File: src/rtl/tlb_pkg.sv
package tlb_pkg;
    localparam int VA_W  = 14;
    localparam int PA_W  = 12;
    localparam int OFF_W = 6;
    localparam int SETS  = 4;
    localparam int WAYS  = 4;
    localparam int VPN_W = VA_W - OFF_W;
    localparam int PPN_W = PA_W - OFF_W;
    localparam int IDX_W = $clog2(SETS);
    localparam int TAG_W = VPN_W - IDX_W;
    localparam int WAY_W = $clog2(WAYS);

    typedef enum logic [1:0] {
        FILL_NONE   = 2'd0,
        FILL_UPDATE = 2'd1,
        FILL_FREE   = 2'd2,
        FILL_EVICT  = 2'd3
    } fill_kind_e;
endpackage

File: src/rtl/tlb_way_pick.sv
module tlb_way_pick
    import tlb_pkg::*;
(
    input  logic             req,
    input  logic [WAYS-1:0]  valid,
    input  logic [WAYS-1:0]  match,
    input  logic [WAY_W-1:0] victim,
    output fill_kind_e       kind,
    output logic [WAY_W-1:0] way
);
    logic [WAY_W-1:0] match_way;
    logic [WAY_W-1:0] free_way;
    logic             any_free;

    always_comb begin
        match_way = '0;
        for (int w = WAYS - 1; w >= 0; w--) begin
            if (match[w]) match_way = WAY_W'(w);
        end
    end

    always_comb begin
        free_way = '0;
        any_free = 1'b0;
        for (int w = WAYS - 1; w >= 0; w--) begin
            if (!valid[w]) begin
                free_way = WAY_W'(w);
                any_free = 1'b1;
            end
        end
    end

    always_comb begin
        if (!req)         kind = FILL_NONE;
        else if (|match)  kind = FILL_UPDATE;
        else if (any_free) kind = FILL_FREE;
        else              kind = FILL_EVICT;
    end

    always_comb begin
        unique case (kind)
            FILL_UPDATE: way = match_way;
            FILL_FREE:   way = free_way;
            FILL_EVICT:  way = victim;
            default:     way = '0;
        endcase
    end
endmodule

File: src/rtl/tlb_set.sv
module tlb_set
    import tlb_pkg::*;
(
    input  logic             clk,
    input  logic             rst_n,
    input  logic             flush,
    input  logic [TAG_W-1:0] lk_tag,
    output logic             lk_hit,
    output logic [PPN_W-1:0] lk_ppn,
    input  logic             fill_en,
    input  logic [TAG_W-1:0] fill_tag,
    input  logic [PPN_W-1:0] fill_ppn
);
    logic [WAYS-1:0]  valid_q;
    logic [TAG_W-1:0] tag_q [WAYS];
    logic [PPN_W-1:0] ppn_q [WAYS];
    logic [WAY_W-1:0] rr_q;

    logic [WAYS-1:0]  hit_vec;
    logic [WAYS-1:0]  fill_match;
    fill_kind_e       kind;
    logic [WAY_W-1:0] tgt_way;

    always_comb begin
        lk_ppn = '0;
        for (int w = 0; w < WAYS; w++) begin
            hit_vec[w]    = valid_q[w] && (tag_q[w] == lk_tag);
            fill_match[w] = valid_q[w] && (tag_q[w] == fill_tag);
            if (hit_vec[w]) lk_ppn = lk_ppn | ppn_q[w];
        end
    end
    assign lk_hit = |hit_vec;

    tlb_way_pick u_pick (
        .req    (fill_en && !flush),
        .valid  (valid_q),
        .match  (fill_match),
        .victim (rr_q),
        .kind   (kind),
        .way    (tgt_way)
    );

    always_ff @(posedge clk) begin
        if (!rst_n || flush) begin
            valid_q <= '0;
            rr_q    <= '0;
        end else if (kind != FILL_NONE) begin
            valid_q[tgt_way] <= 1'b1;
            if (kind == FILL_EVICT) rr_q <= rr_q + 1'b1;
        end
    end

    always_ff @(posedge clk) begin
        if (!rst_n) begin
            for (int w = 0; w < WAYS; w++) begin
                tag_q[w] <= '0;
                ppn_q[w] <= '0;
            end
        end else if (kind != FILL_NONE) begin
            tag_q[tgt_way] <= fill_tag;
            ppn_q[tgt_way] <= fill_ppn;
        end
    end


    flush_clears_chk: assert property (@(posedge clk) disable iff (!rst_n)
        flush |=> (valid_q == '0));


    single_match_chk: assert property (@(posedge clk) disable iff (!rst_n)
        $onehot0(hit_vec));


    valid_grow_chk: assert property (@(posedge clk) disable iff (!rst_n)
        !flush |=> ($countones(valid_q) >= $countones($past(valid_q))));


    rr_step_chk: assert property (@(posedge clk) disable iff (!rst_n)
        (fill_en && !flush && (&valid_q) && !(|fill_match)) |=> (rr_q == $past(rr_q) + 1'b1));


    rr_hold_chk: assert property (@(posedge clk) disable iff (!rst_n)
        (fill_en && !flush && (|fill_match)) |=> $stable(rr_q));
endmodule

File: src/rtl/tlb_sa.sv
module tlb_sa
    import tlb_pkg::*;
(
    input  logic             clk,
    input  logic             rst_n,
    input  logic [VA_W-1:0]  lk_vaddr,
    output logic             lk_hit,
    output logic [PA_W-1:0]  lk_paddr,
    input  logic             fl_en,
    input  logic [VPN_W-1:0] fl_vpn,
    input  logic [PPN_W-1:0] fl_ppn,
    input  logic             flush
);
    logic [VPN_W-1:0] lk_vpn;
    logic [OFF_W-1:0] lk_off;
    logic [IDX_W-1:0] lk_idx;
    logic [TAG_W-1:0] lk_tag;
    logic [IDX_W-1:0] fl_idx;
    logic [TAG_W-1:0] fl_tag;

    assign lk_vpn = lk_vaddr[VA_W-1:OFF_W];
    assign lk_off = lk_vaddr[OFF_W-1:0];
    assign lk_idx = lk_vpn[IDX_W-1:0];
    assign lk_tag = lk_vpn[VPN_W-1:IDX_W];
    assign fl_idx = fl_vpn[IDX_W-1:0];
    assign fl_tag = fl_vpn[VPN_W-1:IDX_W];

    logic [SETS-1:0]  set_hit;
    logic [PPN_W-1:0] set_ppn [SETS];

    for (genvar s = 0; s < SETS; s++) begin : g_set
        tlb_set u_set (
            .clk      (clk),
            .rst_n    (rst_n),
            .flush    (flush),
            .lk_tag   (lk_tag),
            .lk_hit   (set_hit[s]),
            .lk_ppn   (set_ppn[s]),
            .fill_en  (fl_en && (fl_idx == IDX_W'(s))),
            .fill_tag (fl_tag),
            .fill_ppn (fl_ppn)
        );
    end

    assign lk_hit   = set_hit[lk_idx];
    assign lk_paddr = lk_hit ? {set_ppn[lk_idx], lk_off} : '0;


    miss_zero_chk: assert property (@(posedge clk) disable iff (!rst_n)
        !lk_hit |-> (lk_paddr == '0));


    offset_pass_chk: assert property (@(posedge clk) disable iff (!rst_n)
        lk_hit |-> (lk_paddr[OFF_W-1:0] == lk_vaddr[OFF_W-1:0]));


    reset_empty_chk: assert property (@(posedge clk)
        $past(!rst_n) |-> !lk_hit);
endmodule

File: config.mk
export PLATFORM = sky130hd
export DESIGN_NAME = tlb_sa
export DESIGN_NICKNAME = d
export VERILOG_FILES = /design/src/rtl/tlb_pkg.sv /design/src/rtl/tlb_way_pick.sv /design/src/rtl/tlb_set.sv /design/src/rtl/tlb_sa.sv
export SDC_FILE = /design/constraint.sdc
export NUM_CORES = 1
export LEC_CHECK = 0
export ABC_AREA = 1
export CORE_MARGIN = 2
export CORE_UTILIZATION = 35
export CTS_CLUSTER_DIAMETER = 80
export DETAILED_ROUTE_END_ITERATION = 8
export PLACE_DENSITY = 0.51
export RECOVER_POWER = 50
export SKIP_LAST_GASP = 1
export SLEW_MARGIN = 20
export SYNTH_ARGS = -nofsm -noshare
export SYNTH_HDL_FRONTEND = slang
export SYNTH_SLANG_ARGS = --single-unit
File: constraint.sdc
create_clock -name clk -period 5.9 [get_ports clk]
set_input_delay 0.59 -clock clk [delete_from_list [all_inputs] [get_ports clk]]
set_output_delay 0.59 -clock clk [all_outputs]
set_load 0.005 [all_outputs]
# == After elaboration in Yosys (flattened, before gate mapping) ==
# Memories as Yosys holds them, arrays and structs flattened.
# Index checks and enable logic that the tools add are counted.
# word_totals
reg_bits,24
ram_bits,192
in_bits,32
output_inout_bits,13
memories,8
# classes
add_sub_neg,4
magnitude_cmp,10
n_eq_ne,47
n_mux,131
n_bitwise,17
reduce_logical,72
# memory_table
memory,words,word_bits,read_ports,rd_ports_with_merged_regs,wr,line,source
g_set[0].u_set.ppn_q,4,6,4,0,4,tlb_set.sv:16,logic [PPN_W-1:0] ppn_q [WAYS];
g_set[0].u_set.tag_q,4,6,4,0,4,tlb_set.sv:15,logic [TAG_W-1:0] tag_q [WAYS];
g_set[1].u_set.ppn_q,4,6,4,0,4,tlb_set.sv:16,
g_set[1].u_set.tag_q,4,6,4,0,4,tlb_set.sv:15,
g_set[2].u_set.ppn_q,4,6,4,0,4,tlb_set.sv:16,
g_set[2].u_set.tag_q,4,6,4,0,4,tlb_set.sv:15,
+2 memories,n/a,n/a,n/a,n/a,n/a,n/a,
# op_table
op,n
equality test 6 bit,32
2-to-1 mux 6 bit,26
2-to-1 mux 2 bit,48
bitwise OR 6 bit,12
OR reduction 6 bit,8
2-to-1 mux 1 bit,46
logical AND 1 bit,44
OR reduction 4 bit,8
case mux 2 bit (3 select lines),4
equality test 2 bit (second input constant),10
bitwise OR 4 bit,4
< comparator 2 x 3 -> 1 bit (second input constant),5
binary-select mux 6 bit (select 2 bit),1
2-to-1 mux 12 bit,1
equality test 2 x 1 -> 1 bit (second input constant),5
adder 2 x 1 -> 2 bit (second input constant),4
demux 1 bit (select 2 bit),4
greater-or-equal comparator 2 x 1 -> 1 bit (second input constant),4
AND reduction 2 bit,4
nonzero test 2 bit,4
greater-or-equal comparator 3 bit (second input constant),1
inverter 2 -> 3 bit,1
binary-select mux 1 bit (select 2 bit),1
zero test 1 bit,2
2 further kinds,2

# == Depth between registers and ports, before layout ==
# Gate-level depths: netlist of run 1.
# depth
ltp_word,14
mapped_depth,18
ltp_nobuf,15

# == Hierarchy ==
# A second synthesis of run 1 with hierarchy kept.
# unflattened
cells_unflattened,1709
hier_area_um2,13140.1
# by_module_without_submodules
module,instances,cells_per_inst,area_each_um2,seq_area_each_um2
tlb_set at g_set[2].u_set ...,2,365,2979.1,1561.5
tlb_set at g_set[0].u_set,1,375,3019.1,1561.5
tlb_set at g_set[1].u_set,1,370,3014.1,1561.5
tlb_way_pick,4,30,170.2,0.0
tlb_sa,1,114,467.9,0.0

# == Least setup slack after synthesis of run 1 ==
# OpenSTA, ideal clock, no wires.
# synth_path
path_type,input to output
start,input port lk_vaddr[12]
end,output port lk_paddr[0]
t_arrival_ns,2.086
required_time_ns,5.310
slack_ns,3.224
path_stages,9
path_buffers,2
path_cell_list,buf_2 > buf_2 > xnor2_1 > o2111ai_1 > nor3_1 > nor2_1 > nand3_1 > nand3_2 > a21boi_1
# synth_between
elab_chain_cells,6
elab_cells_between_ends,39
# synth_rtl
item,line,source
from (decl),tlb_sa.sv:6,"input logic [VA_W-1:0] lk_vaddr,"
equality test 6 bit,tlb_set.sv:27,hit_vec[w] = valid_q[w] && (tag_q[w] == lk_tag);
logical AND 1 bit,tlb_set.sv:27,
OR reduction 4 bit,tlb_set.sv:32,assign lk_hit = |hit_vec;
binary-select mux 1 bit (select 2 bit) (*),tlb_sa.sv:45,assign lk_hit = set_hit[lk_idx];
2-to-1 mux 1 bit (not written as such) (*),tlb_sa.sv:45,
2-to-1 mux 12 bit (*),tlb_sa.sv:46,"assign lk_paddr = lk_hit ? {set_ppn[lk_idx], lk_off} : '0;"
to (decl),tlb_sa.sv:8,"output logic [PA_W-1:0] lk_paddr,"
# Every way passes the cells marked *; elsewhere a longest branch is shown, timed or not. The select of a mux whose other input is x is not followed.

==> impl_metrics.tcl, run 1 <==
set metrics [dict create \
    worst-path-max-fanout 26 \
    critical_path.reg2reg.endpoint "g_set[2].u_set.ppn_q[2][5]" \
    worst_slew_pin_slew_ns 1.57 \
    synth_compound_area_share_pct 6.36 \
    synth_top_cells_by_area "sky130_fd_sc_hd__edfxtp_1 (45%), sky130_fd_sc_hd__nand2_1 (13%), sky130_fd_sc_hd__nor2_1 (8.2%)" \
    post_layout_nets 1691 \
    vias_per_cell 5.19 \
    crit_path_end_kind "flip-flop" \
    syn-instance-count 1633 \
    timing.final.max_slew_violations 13 \
    synth.largest_area_cell "sky130_fd_sc_hd__edfxtp_1" \
    post_drt_wl_per_cell_um 19.8 \
    global_route.usage.total_pct 22.1 \
    clock-root-buffer "sky130_fd_sc_hd__clkbuf_16" \
    crit_end "g_set[2].u_set.ppn_q[2][5]" \
    syn_to_final_growth_pct 11.8 \
    power_density_mw_per_mm2 265 \
    clkTransAtPathRegs_ns 0.06 \
    kind_of_launch_point_of_the_worst_setup_path "input port" \
    drive_gt1_share_pct 8.10 \
    clock-sinks 216 \
    ys_dominant_reg_cell "sky130_fd_sc_hd__edfxtp_1" \
    clock_insertion_delay_worst_skew_ns 0.54 \
    synth_simple_gate_area_share_pct 33.7 \
    launching_instance_or_port_of_the_critical_path "fl_vpn[3]" \
    layout.cells.non_filler 2148 \
    layout_setup_ws_ns 0.912 \
    floorplan.rows 70 \
    reg2reg_path_depth 11 \
    placed_cells 2098 \
    cts_resized 0 \
    ys_seq_elements 216 \
    violations "capacitance limit, slew limit" \
    yosys_warnings 0 \
    cts_max_level 1 \
    post-cts-setup-buffers 0 \
    cts_hold_repair.buffers 0 \
    sw_frac_of_total_pct 24.9 \
    hold_viol_final 0 \
    drv_cap 1 \
    setup_viol 0 \
    synth_cell_types 46 \
    edff_count_synth 192 \
    final.period_utilization_pct 84.5 \
    port_buffers 44 \
    p_int_mw 2.88 \
    chipHeight_um 196 \
    worstSetupPathType "in -> reg" \
    synthesis.nets 1665 \
    floorplan.die.width_um 196 \
    asyncSetResetFlopFracSynth_pct 0 \
    dp.final_hpwl_um 29000 \
    cp_data_arrival_time_ns 5.15 \
    dp_slack_ns 1.32 \
    totalPowerFinal_mw 3.83 \
    finClkSkew_ns 0.0129 \
    main_combinational_cell_family_by_area_after_synthesis "simple AND/OR/NAND/NOR gates" \
    cts-root-to-sink-buffers 3 \
    sequentialPowerShare_pct 45.6 \
    number_of_fillers_in_the_final_layout 3771 \
    syn-mean-instance-area_um2 7.91 \
    grt_antenna_before_repair 1 \
    globalRouteOverflowTotal 0 \
    place_congestion 0.889 \
    inserted_clock_buffers 27 \
    rr_startpoint "g_set[2].u_set.tag_q[0][2]" \
    path_type_of_the_worst_min_delay_path "reg -> reg" \
    synth-adder-area-share_pct 0 \
    wire_length_of_the_first_global_routing_pass_um 64000 \
    cts_tree "yes" \
    initial_utilization_pct 35.5 \
    die_area_mm2 0.0385 \
    final_util_pct 39.6 \
    comb_power_share_pct 9.3 \
    drtIter0Drc 1049 \
    clkPwrFrac_pct 45.1 \
    totalNegativeSetupSlack_ns 0 \
    totalWireLength_um 42600 \
    rsz0062_at_grt "no" \
    status "finished, violations left" \
    synth.yosys.seq_area_share_pct 48.4 \
    post_synth_xor_area_fraction_pct 2.44 \
    max_clock_freq_mhz 200 \
    antenna_violating_nets_post_route 0 \
    total_switching_power_mw 0.956 \
    number_of_global_route_vias_before_repair 10500 \
    grt_max_degree 29 \
    via_count_of_the_routed_design 11200 \
    drc 0 \
    setup.reg_to_reg.worst_slack_ns 2.31 \
    synth_area_mm2 0.0129 \
    coreArea_mm2 0.0364 \
    worst_ep_required_time_ns 6.06 \
    max_slew_margin_pct -5.77 \
    synth.mux.area_fraction_pct 0 \
    final_period_minus_worst_setup_slack_ns 4.99 \
    cellLeakagePower_nw 5.81 \
    floorplan.io_pins 45 \
    drt-pass1-iter-count 5 \
    synth_top_area_share_pct 44.6 \
    power.ir.vdd_worst_mv 0.189 \
]
-- per-layer routing --
layer | track usage, % | vias to the layer above | part of all wire [%]
li1 | - | 5365 | -
met1 | 31.4 | 5268 | 45
met2 | 34.6 | 446 | 44
met3 | 3.59 | 74 | 8.1
met4 | 6.62 | 0 | 2.8
met5 | 0 | - | 0
-- cell usage after synthesis (all sizes together), types with 22 or more instances --
library cell / number
edfxtp: 192
dfxtp: 24
nand2: 451
o21ai: 59
buf: 49
o22ai: 22
nor3: 72
nor2: 310
nand4: 44
nand3: 70
a21oi: 47
inv: 198
-- cells by family (layout without fill, tap and decap cells) --
family,Yosys count,in the layout
xor gates and xnor gates,36,36
and+or+nand+nor,964,964
buffers and inverters,272,318
DFF,216,216
AOI/OAI and AO/OA,145,145
other,0,1
-- sequential cells by signal, indices dropped and copies added, names as in the netlist --
| register | count |
|---|---|
| g_set.u_set.ppn_q | 96 |
| g_set.u_set.rr_q | 8 |
| g_set.u_set.tag_q | 96 |
| g_set.u_set.valid_q | 16 |
-- how the worst min path moves through the flow --
stage | from | endpoint | slack, ns | cells after the start
final | g_set[1].u_set.rr_q[0] | g_set[1].u_set.rr_q[0] | 0.47 | 2
after floorplan | g_set[1].u_set.rr_q[0] | g_set[1].u_set.rr_q[0] | 0.43 | 2
after global routing | g_set[1].u_set.rr_q[0] | g_set[1].u_set.rr_q[0] | 0.48 | 2
after detailed placement | g_set[1].u_set.rr_q[0] | g_set[1].u_set.rr_q[0] | 0.45 | 2
after CTS | g_set[1].u_set.rr_q[0] | g_set[1].u_set.rr_q[0] | 0.46 | 2
after global placement | g_set[1].u_set.rr_q[0] | g_set[1].u_set.rr_q[0] | 0.44 | 2
-- final cells by class --
type / instances / area [um2] / share of cell area, %
sequential: 216 / 6250 / 43.2
multi-input combinational: 1145 / 5350 / 37.0
inverter: 206 / 782 / 5.41
clock buffer: 30 / 687 / 4.76
tap: 468 / 586 / 4.05
timing repair buffer: 63 / 568 / 3.93
clock inverter: 19 / 228 / 1.58
antenna: 1 / 2.50 / 0.0173
-- worst max-delay path, stage by stage --
cell and delay (ns):
sky130_fd_sc_hd__dlygate4sd3_1 0.54, sky130_fd_sc_hd__buf_4 0.24, sky130_fd_sc_hd__inv_1 0.97, sky130_fd_sc_hd__nand2_1 0.11, sky130_fd_sc_hd__nand2_1 0.13, sky130_fd_sc_hd__nor2_1 0.05
sky130_fd_sc_hd__nand2_1 0.06, sky130_fd_sc_hd__nor2_1 0.08, sky130_fd_sc_hd__nor2_1 0.31, sky130_fd_sc_hd__nand3_1 0.13, sky130_fd_sc_hd__nand3_1 0.19, sky130_fd_sc_hd__nand4_1 0.79
sky130_fd_sc_hd__nand2_1 0.93
-- cells in the final DEF, fill, tap and decap left out, types with 40 or more instances in the layout --
master / Yosys / layout
sky130_fd_sc_hd__nand2_1: 442 / 442
sky130_fd_sc_hd__nor2_1: 282 / 283
sky130_fd_sc_hd__edfxtp_1: 192 / 192
sky130_fd_sc_hd__inv_1: 182 / 183
sky130_fd_sc_hd__nand3_1: 65 / 67
sky130_fd_sc_hd__nor3_1: 36 / 57
sky130_fd_sc_hd__o21ai_0: 49 / 51
sky130_fd_sc_hd__a21oi_1: 44 / 45
sky130_fd_sc_hd__clkdlybuf4s50_1: 0 / 42
sky130_fd_sc_hd__nand4_1: 39 / 40
-- through the flow --
| stage | area (um2) | hold WS, ns |
|---|---|---|
| detailed placement | 13700 | 0.449 |
| global placement | 13700 | 0.444 |
| global route | 14400 | 0.477 |
| CTS | 14600 | 0.462 |
| floorplan | 12900 | 0.433 |
| finish | 14400 | 0.465 |
-- power by group through the flow --
stage                     logic, mW  registers [mW]  clock network, mW
after floorplan               0.222            1.77                  0
after global placement        0.355            1.78                  0
after detailed placement      0.355            1.78                  0
after CTS                     0.357            1.75               1.76
after global routing          0.387            1.75               1.81
final                         0.355            1.75               1.73
Power figures use the tool's default switching activity.
==> run 2: changes to the inputs <==
==> constraint.sdc (replaced) <==
create_clock -name clk -period 5.05 [get_ports clk]
set_input_delay 0.505 -clock clk [delete_from_list [all_inputs] [get_ports clk]]
set_output_delay 0.505 -clock clk [all_outputs]
set_load 0.005 [all_outputs]
==> impl_metrics.tcl, run 2 (synthesis results as in run 1) <==
set metrics [dict create \
    status "finished clean" \
    inserted_clock_buffers 28 \
    timing.critical_path.cells "dlygate4sd3_1 -> clkbuf_1 -> o21ai_0 -> nor2_1 -> nand2_1 -> nor2_1 -> o21ai_1 -> nand2_1 -> nand2_1 -> nor2_2 -> nor2_1 -> nand2_1 -> nand2_1" \
    cp_data_arrival_time_ns 4.66 \
    biggestRegsByFlops "g_set.u_set.ppn_q: 96 flops, g_set.u_set.tag_q: 96 flops, g_set.u_set.valid_q: 16 flops" \
    sw_frac_of_total_pct 25.3 \
    via_count_of_the_routed_design 11300 \
    place_congestion 0.874 \
    floorplan.rows 70 \
    drt-pass1-iter-count 6 \
    worst-path-max-fanout 14 \
    number_of_fillers_in_the_final_layout 3781 \
    total_switching_power_mw 1.16 \
    number_of_buffer_and_inverter_stages_on_the_critical_path 2 \
    clock-sinks 216 \
    chipHeight_um 196 \
    clock_insertion_delay_worst_skew_ns 0.57 \
    syn_to_final_growth_pct 11.9 \
    cellLeakagePower_nw 5.80 \
    critPathSlowestCell "sky130_fd_sc_hd__dlygate4sd3_1" \
    setup_viol 0 \
    port_buffers 44 \
    placed_cells 2101 \
    post-cts-setup-buffers 0 \
    worst_slew_pin_slew_ns 1.42 \
    timing.final.max_slew_violations 0 \
    vias_per_cell 5.24 \
    power.ir.vdd_worst_mv 0.206 \
    worstSetupPathType "in -> reg" \
    cts_tree "yes" \
    max_clock_freq_mhz 220 \
    clkTransAtPathRegs_ns 0.06 \
    kind_of_launch_point_of_the_worst_setup_path "input port" \
    die_area_mm2 0.0385 \
    crit_path_end_kind "flip-flop" \
    sequentialPowerShare_pct 44.7 \
    total_area_of_multi_input_combinational_cells_mm2 0.00529 \
    floorplan.die.width_um 196 \
    path_type_of_the_worst_min_delay_path "reg -> reg" \
    antenna_violating_nets_post_route 0 \
    mostFrequentLayoutCells "sky130_fd_sc_hd__nand2_1 (448), sky130_fd_sc_hd__nor2_1 (287), sky130_fd_sc_hd__edfxtp_1 (192)" \
    wire_length_of_the_first_global_routing_pass_um 66300 \
    global_route.usage.total_pct 23.0 \
    comb_power_share_pct 9.1 \
    final_period_minus_worst_setup_slack_ns 4.55 \
    final.period_utilization_pct 90.1 \
    p_int_mw 3.43 \
    initial_utilization_pct 35.5 \
    hold_viol_final 0 \
    layout.cells.non_filler 2154 \
    dp.final_hpwl_um 30200 \
    totalNegativeSetupSlack_ns 0 \
    totalWireLength_um 43900 \
    drv_cap 0 \
    seqCellArea_mm2 0.00625 \
    floorplan.io_pins 45 \
    cts_hold_repair.buffers 0 \
    cts_max_level 1 \
    finClkSkew_ns 0.0217 \
    worst_path_dominant_cell_family "simple AND/OR/NAND/NOR gates" \
    cts_resized 0 \
    globalRouteOverflowTotal 0 \
    clkPwrFrac_pct 46.3 \
    grt_max_degree 29 \
    post_layout_nets 1695 \
    grt_antenna_before_repair 1 \
    drtIter0Drc 1224 \
    cpPeakStageDelay_ns 0.86 \
    clock-root-buffer "sky130_fd_sc_hd__clkbuf_16" \
    number_of_global_route_vias_before_repair 10800 \
    power_density_mw_per_mm2 317 \
    totalPowerFinal_mw 4.59 \
    worst_ep_required_time_ns 5.16 \
    drive_gt1_share_pct 7.30 \
    drc 0 \
    layout_commonest_cell "sky130_fd_sc_hd__nand2_1" \
    holdWs_ns 0.450 \
    crit_top_cell "sky130_fd_sc_hd__nand2_1" \
    max_slew_margin_pct 4.02 \
    coreArea_mm2 0.0364 \
    rsz0062_at_grt "no" \
    post_drt_wl_per_cell_um 20.4 \
    cts-root-to-sink-buffers 3 \
]
==> run 2: cell types whose count changed in the layout (fill, tap and decap cells not counted), moves of 3 or more <==
cell | previous run | this run
sky130_fd_sc_hd__nor2_1 | 283 | 287
sky130_fd_sc_hd__nand2_1 | 442 | 448
sky130_fd_sc_hd__nand2_2 | 8 | 3
sky130_fd_sc_hd__clkinv_1 | 13 | 16
==> run 2: per-stage QoR <==
stage               setup slack, ns  cell area, um2  util (%)
floorplan                      2.54           12900         -
global placement              0.927           13700      37.6
detailed placement            0.870           13700      37.6
CTS                           0.836           14700      40.3
global route                  0.363           14500      39.7
finish                        0.500           14500      39.7
==> run 2: layout make-up <==
type,count,area share [%]
sequential,216,43.2
multi-input combinational,1145,36.6
inverter,206,5.41
clock buffer,32,5.10
timing repair buffer,66,4.06
tap,468,4.05
clock inverter,20,1.58
antenna,1,0.0173
==> run 2: worst paths after layout <==
| check | start | to | slack (ns) | cells past startpoint |
|---|---|---|---|---|
| setup reg to reg | g_set[1].u_set.tag_q[3][0] | g_set[1].u_set.ppn_q[2][0] | 1.53 | 12 |
| setup / recovery | fl_vpn[2] | g_set[1].u_set.ppn_q[2][0] | 0.50 | 13 |
| hold / removal | g_set[3].u_set.rr_q[0] | g_set[3].u_set.rr_q[0] | 0.45 | 2 |
| hold reg to reg | g_set[3].u_set.rr_q[0] | g_set[3].u_set.rr_q[0] | 0.45 | 2 |
==> run 2: power by group through the flow <==
stage	Sequential, mW	Clock (mW)	Combinational (mW)
2_1_floorplan	2.07	0	0.259
3_3_place_gp	2.09	0	0.414
3_5_place_dp	2.08	0	0.416
4_1_cts	2.05	2.14	0.417
5_1_grt	2.05	2.22	0.455
6_report	2.05	2.12	0.416
==> run 2: per-layer routing <==
metal	part of all wire [%]	vias up	GRT usage, %
met4	3.6	0	9.65
li1	-	5381	-
met1	45	5328	32.5
met2	44	478	34.7
met5	0	-	0
met3	7.5	105	3.92
==> run 2: worst min-delay path, cell delays in order (launching register included) <==
cell and delay, ns:
sky130_fd_sc_hd__dfxtp_1 0.29, sky130_fd_sc_hd__inv_1 0.06, sky130_fd_sc_hd__a21oi_1 0.06
==> run 3: changes to the inputs <==
--- a/config.mk
+++ b/config.mk
@@ -11,7 +11,6 @@
 export CTS_CLUSTER_DIAMETER = 80
 export DETAILED_ROUTE_END_ITERATION = 8
 export PLACE_DENSITY = 0.51
-export RECOVER_POWER = 50
 export SKIP_LAST_GASP = 1
 export SLEW_MARGIN = 20
 export SYNTH_ARGS = -nofsm -noshare
==> impl_metrics.tcl, run 3 (synthesis results as in run 1) <==
set metrics [dict create \
    post-cts-setup-buffers 0 \
    holdWs_ns 0.461 \
    cpPeakStageDelay_ns 0.55 \
    mostFrequentLayoutCells "sky130_fd_sc_hd__nand2_1 (442), sky130_fd_sc_hd__nor2_1 (282), sky130_fd_sc_hd__edfxtp_1 (192)" \
    biggestRegsByFlops "g_set.u_set.ppn_q: 96 flops, g_set.u_set.tag_q: 96 flops, g_set.u_set.valid_q: 16 flops" \
    placed_cells 2101 \
    clock-root-buffer "sky130_fd_sc_hd__clkbuf_16" \
    timing.final.max_slew_violations 0 \
    hold_viol_final 0 \
    coreArea_mm2 0.0364 \
    final_period_minus_worst_setup_slack_ns 4.26 \
    antenna_violating_nets_post_route 0 \
    post_layout_nets 1695 \
    post_drt_wl_per_cell_um 20.4 \
    number_of_buffer_and_inverter_stages_on_the_critical_path 4 \
    layout.cells.non_filler 2154 \
    max_slew_margin_pct 34.6 \
    floorplan.die.width_um 196 \
    layout_setup_ws_ns 0.794 \
    floorplan.io_pins 45 \
    dp_slack_ns 0.870 \
    port_buffers 44 \
    timing.critical_path.cells "clkdlybuf4s50_1 -> buf_4 -> clkinv_2 -> nand2_1 -> nand3_1 -> nor4_2 -> nand2_1 -> nand2_1 -> nor2_1 -> nand3_1 -> nand3_1 -> a21boi_1 -> clkdlybuf4s50_1" \
    hold_path_startpoint "g_set[1].u_set.rr_q[0]" \
    layout_commonest_cell "sky130_fd_sc_hd__nand2_1" \
    crit_path_end_kind "primary output" \
    top_layer_used "met4" \
    die_area_mm2 0.0385 \
    syn_to_final_growth_pct 13.6 \
    clock_insertion_delay_worst_skew_ns 0.57 \
    max_clock_freq_mhz 235 \
    worstSetupPathType "in -> out" \
    floorplan.rows 70 \
    cts-root-to-sink-buffers 3 \
    power_density_mw_per_mm2 313 \
    worstHoldEndpoint "g_set[1].u_set.rr_q[0]" \
    chipHeight_um 196 \
    place_congestion 0.874 \
    totalWireLength_um 43900 \
    cts_max_level 1 \
    path_type_of_the_worst_min_delay_path "reg -> reg" \
    number_of_global_route_vias_before_repair 10800 \
    clkTransAtPathRegs_ns 0.06 \
    met1_layer_wirelength_in_the_final_routing_um 19500 \
    dp.final_hpwl_um 30200 \
    inserted_clock_buffers 28 \
    status "finished clean" \
    via_count_of_the_routed_design 11400 \
    global_route.usage.total_pct 23.0 \
    cp_data_arrival_time_ns 3.75 \
    kind_of_launch_point_of_the_worst_setup_path "input port" \
    number_of_fillers_in_the_final_layout 3741 \
    cts_tree "yes" \
    power.ir.vdd_worst_mv 0.207 \
    grt_max_degree 29 \
    setup.reg_to_reg.worst_slack_ns 2.16 \
    final.period_utilization_pct 84.3 \
    worst_slew_pin_slew_ns 0.980 \
    globalRouteOverflowTotal 0 \
    drtIter0Drc 1255 \
    worst_ep_required_time_ns 4.55 \
    drv_cap 0 \
    cellLeakagePower_nw 5.89 \
    reg2reg_path_depth 12 \
    grt_antenna_before_repair 1 \
    min_delay_path_depth 2 \
    cts_hold_repair.buffers 0 \
    finClkSkew_ns 0.0222 \
    totalNegativeSetupSlack_ns 0 \
    rr_startpoint "g_set[1].u_set.tag_q[3][0]" \
    worst_path_dominant_cell_family "simple AND/OR/NAND/NOR gates" \
    initial_utilization_pct 35.5 \
    critPathSlowestCell "sky130_fd_sc_hd__nor4_2" \
    critical_path.reg2reg.endpoint "g_set[1].u_set.ppn_q[2][0]" \
    route.met2.wl_um 18900 \
    clock-sinks 216 \
    drt-pass1-iter-count 6 \
    wl_met3_um 3620 \
    cts_resized 0 \
    rsz0062_at_grt "no" \
    worst-path-max-fanout 16 \
    setup_viol 0 \
    vias_per_cell 5.27 \
    drc 0 \
    wire_length_of_the_first_global_routing_pass_um 66300 \
    drive_gt1_share_pct 10.3 \
]
-- run 3: cell count changes in the layout (fill, tap and decap cells not counted), sizes merged --
cell and change:
inv +2, clkbuf -5, clkinv -2, dlygate4sd3 -3, buf +5, clkdlybuf4s50 +3
-- run 3: routing by layer --
layer	track usage, %	vias to the layer above
li1	-	5383
met1	32.5	5339
met2	34.7	500
met3	3.92	131
met4	9.65	0
met5	0	-
-- run 3: metrics by stage --
| stage | area [um2] | utilization, % | total power [mW] |
|---|---|---|---|
| 2_1_floorplan | 12900 | - | 2.33 |
| 3_3_place_gp | 13700 | 37.6 | 2.50 |
| 3_5_place_dp | 13700 | 37.6 | 2.50 |
| 4_1_cts | 14700 | 40.3 | 4.61 |
| 5_1_grt | 14700 | 40.3 | 4.73 |
| 6_report | 14700 | 40.3 | 4.59 |
-- run 3: worst max path at each step --
stage                       startpoint     endpoint  slack, ns  cells past startpoint
after CTS                  lk_vaddr[9]  lk_paddr[3]       0.84                     13
after detailed placement   lk_vaddr[9]  lk_paddr[4]       0.87                     13
after global placement     lk_vaddr[9]  lk_paddr[5]       0.93                     13
after floorplan           lk_vaddr[12]  lk_paddr[0]       2.54                      9
final                      lk_vaddr[9]  lk_paddr[3]       0.79                     13
after global routing       lk_vaddr[9]  lk_paddr[0]       0.62                     13
-- run 3: worst reg2reg max path, stage by stage (launching register included) --
cell and delay, ns:
sky130_fd_sc_hd__edfxtp_1 0.42, sky130_fd_sc_hd__inv_1 0.16, sky130_fd_sc_hd__o21ai_0 0.09, sky130_fd_sc_hd__nor2_1 0.09, sky130_fd_sc_hd__nand2_1 0.07, sky130_fd_sc_hd__nor2_1 0.35
sky130_fd_sc_hd__o21ai_1 0.13, sky130_fd_sc_hd__nand2_1 0.11, sky130_fd_sc_hd__nand2_1 0.07, sky130_fd_sc_hd__nor2_2 0.14, sky130_fd_sc_hd__nor2_4 0.07, sky130_fd_sc_hd__nand2_4 0.24
sky130_fd_sc_hd__nand2_1 0.52
-- run 3: power breakdown --
group | leakage (nW) | switching, mW | internal [mW] | total, mW
Combinational | 3.25 | 0.295 | 0.125 | 0.420
Clock | 0.467 | 0.821 | 1.30 | 2.12
Sequential | 2.17 | 0.0439 | 2.01 | 2.05
-- run 3: layout make-up --
| class | count | area, um2 | area share [%] |
|---|---|---|---|
| clock buffer | 32 | 737 | 5.02 |
| tap | 468 | 586 | 3.99 |
| sequential | 216 | 6250 | 42.6 |
| timing repair buffer | 66 | 606 | 4.13 |
| inverter | 206 | 782 | 5.33 |
| clock inverter | 20 | 229 | 1.56 |
| multi-input combinational | 1145 | 5490 | 37.4 |
| antenna | 1 | 2.50 | 0.0171 |
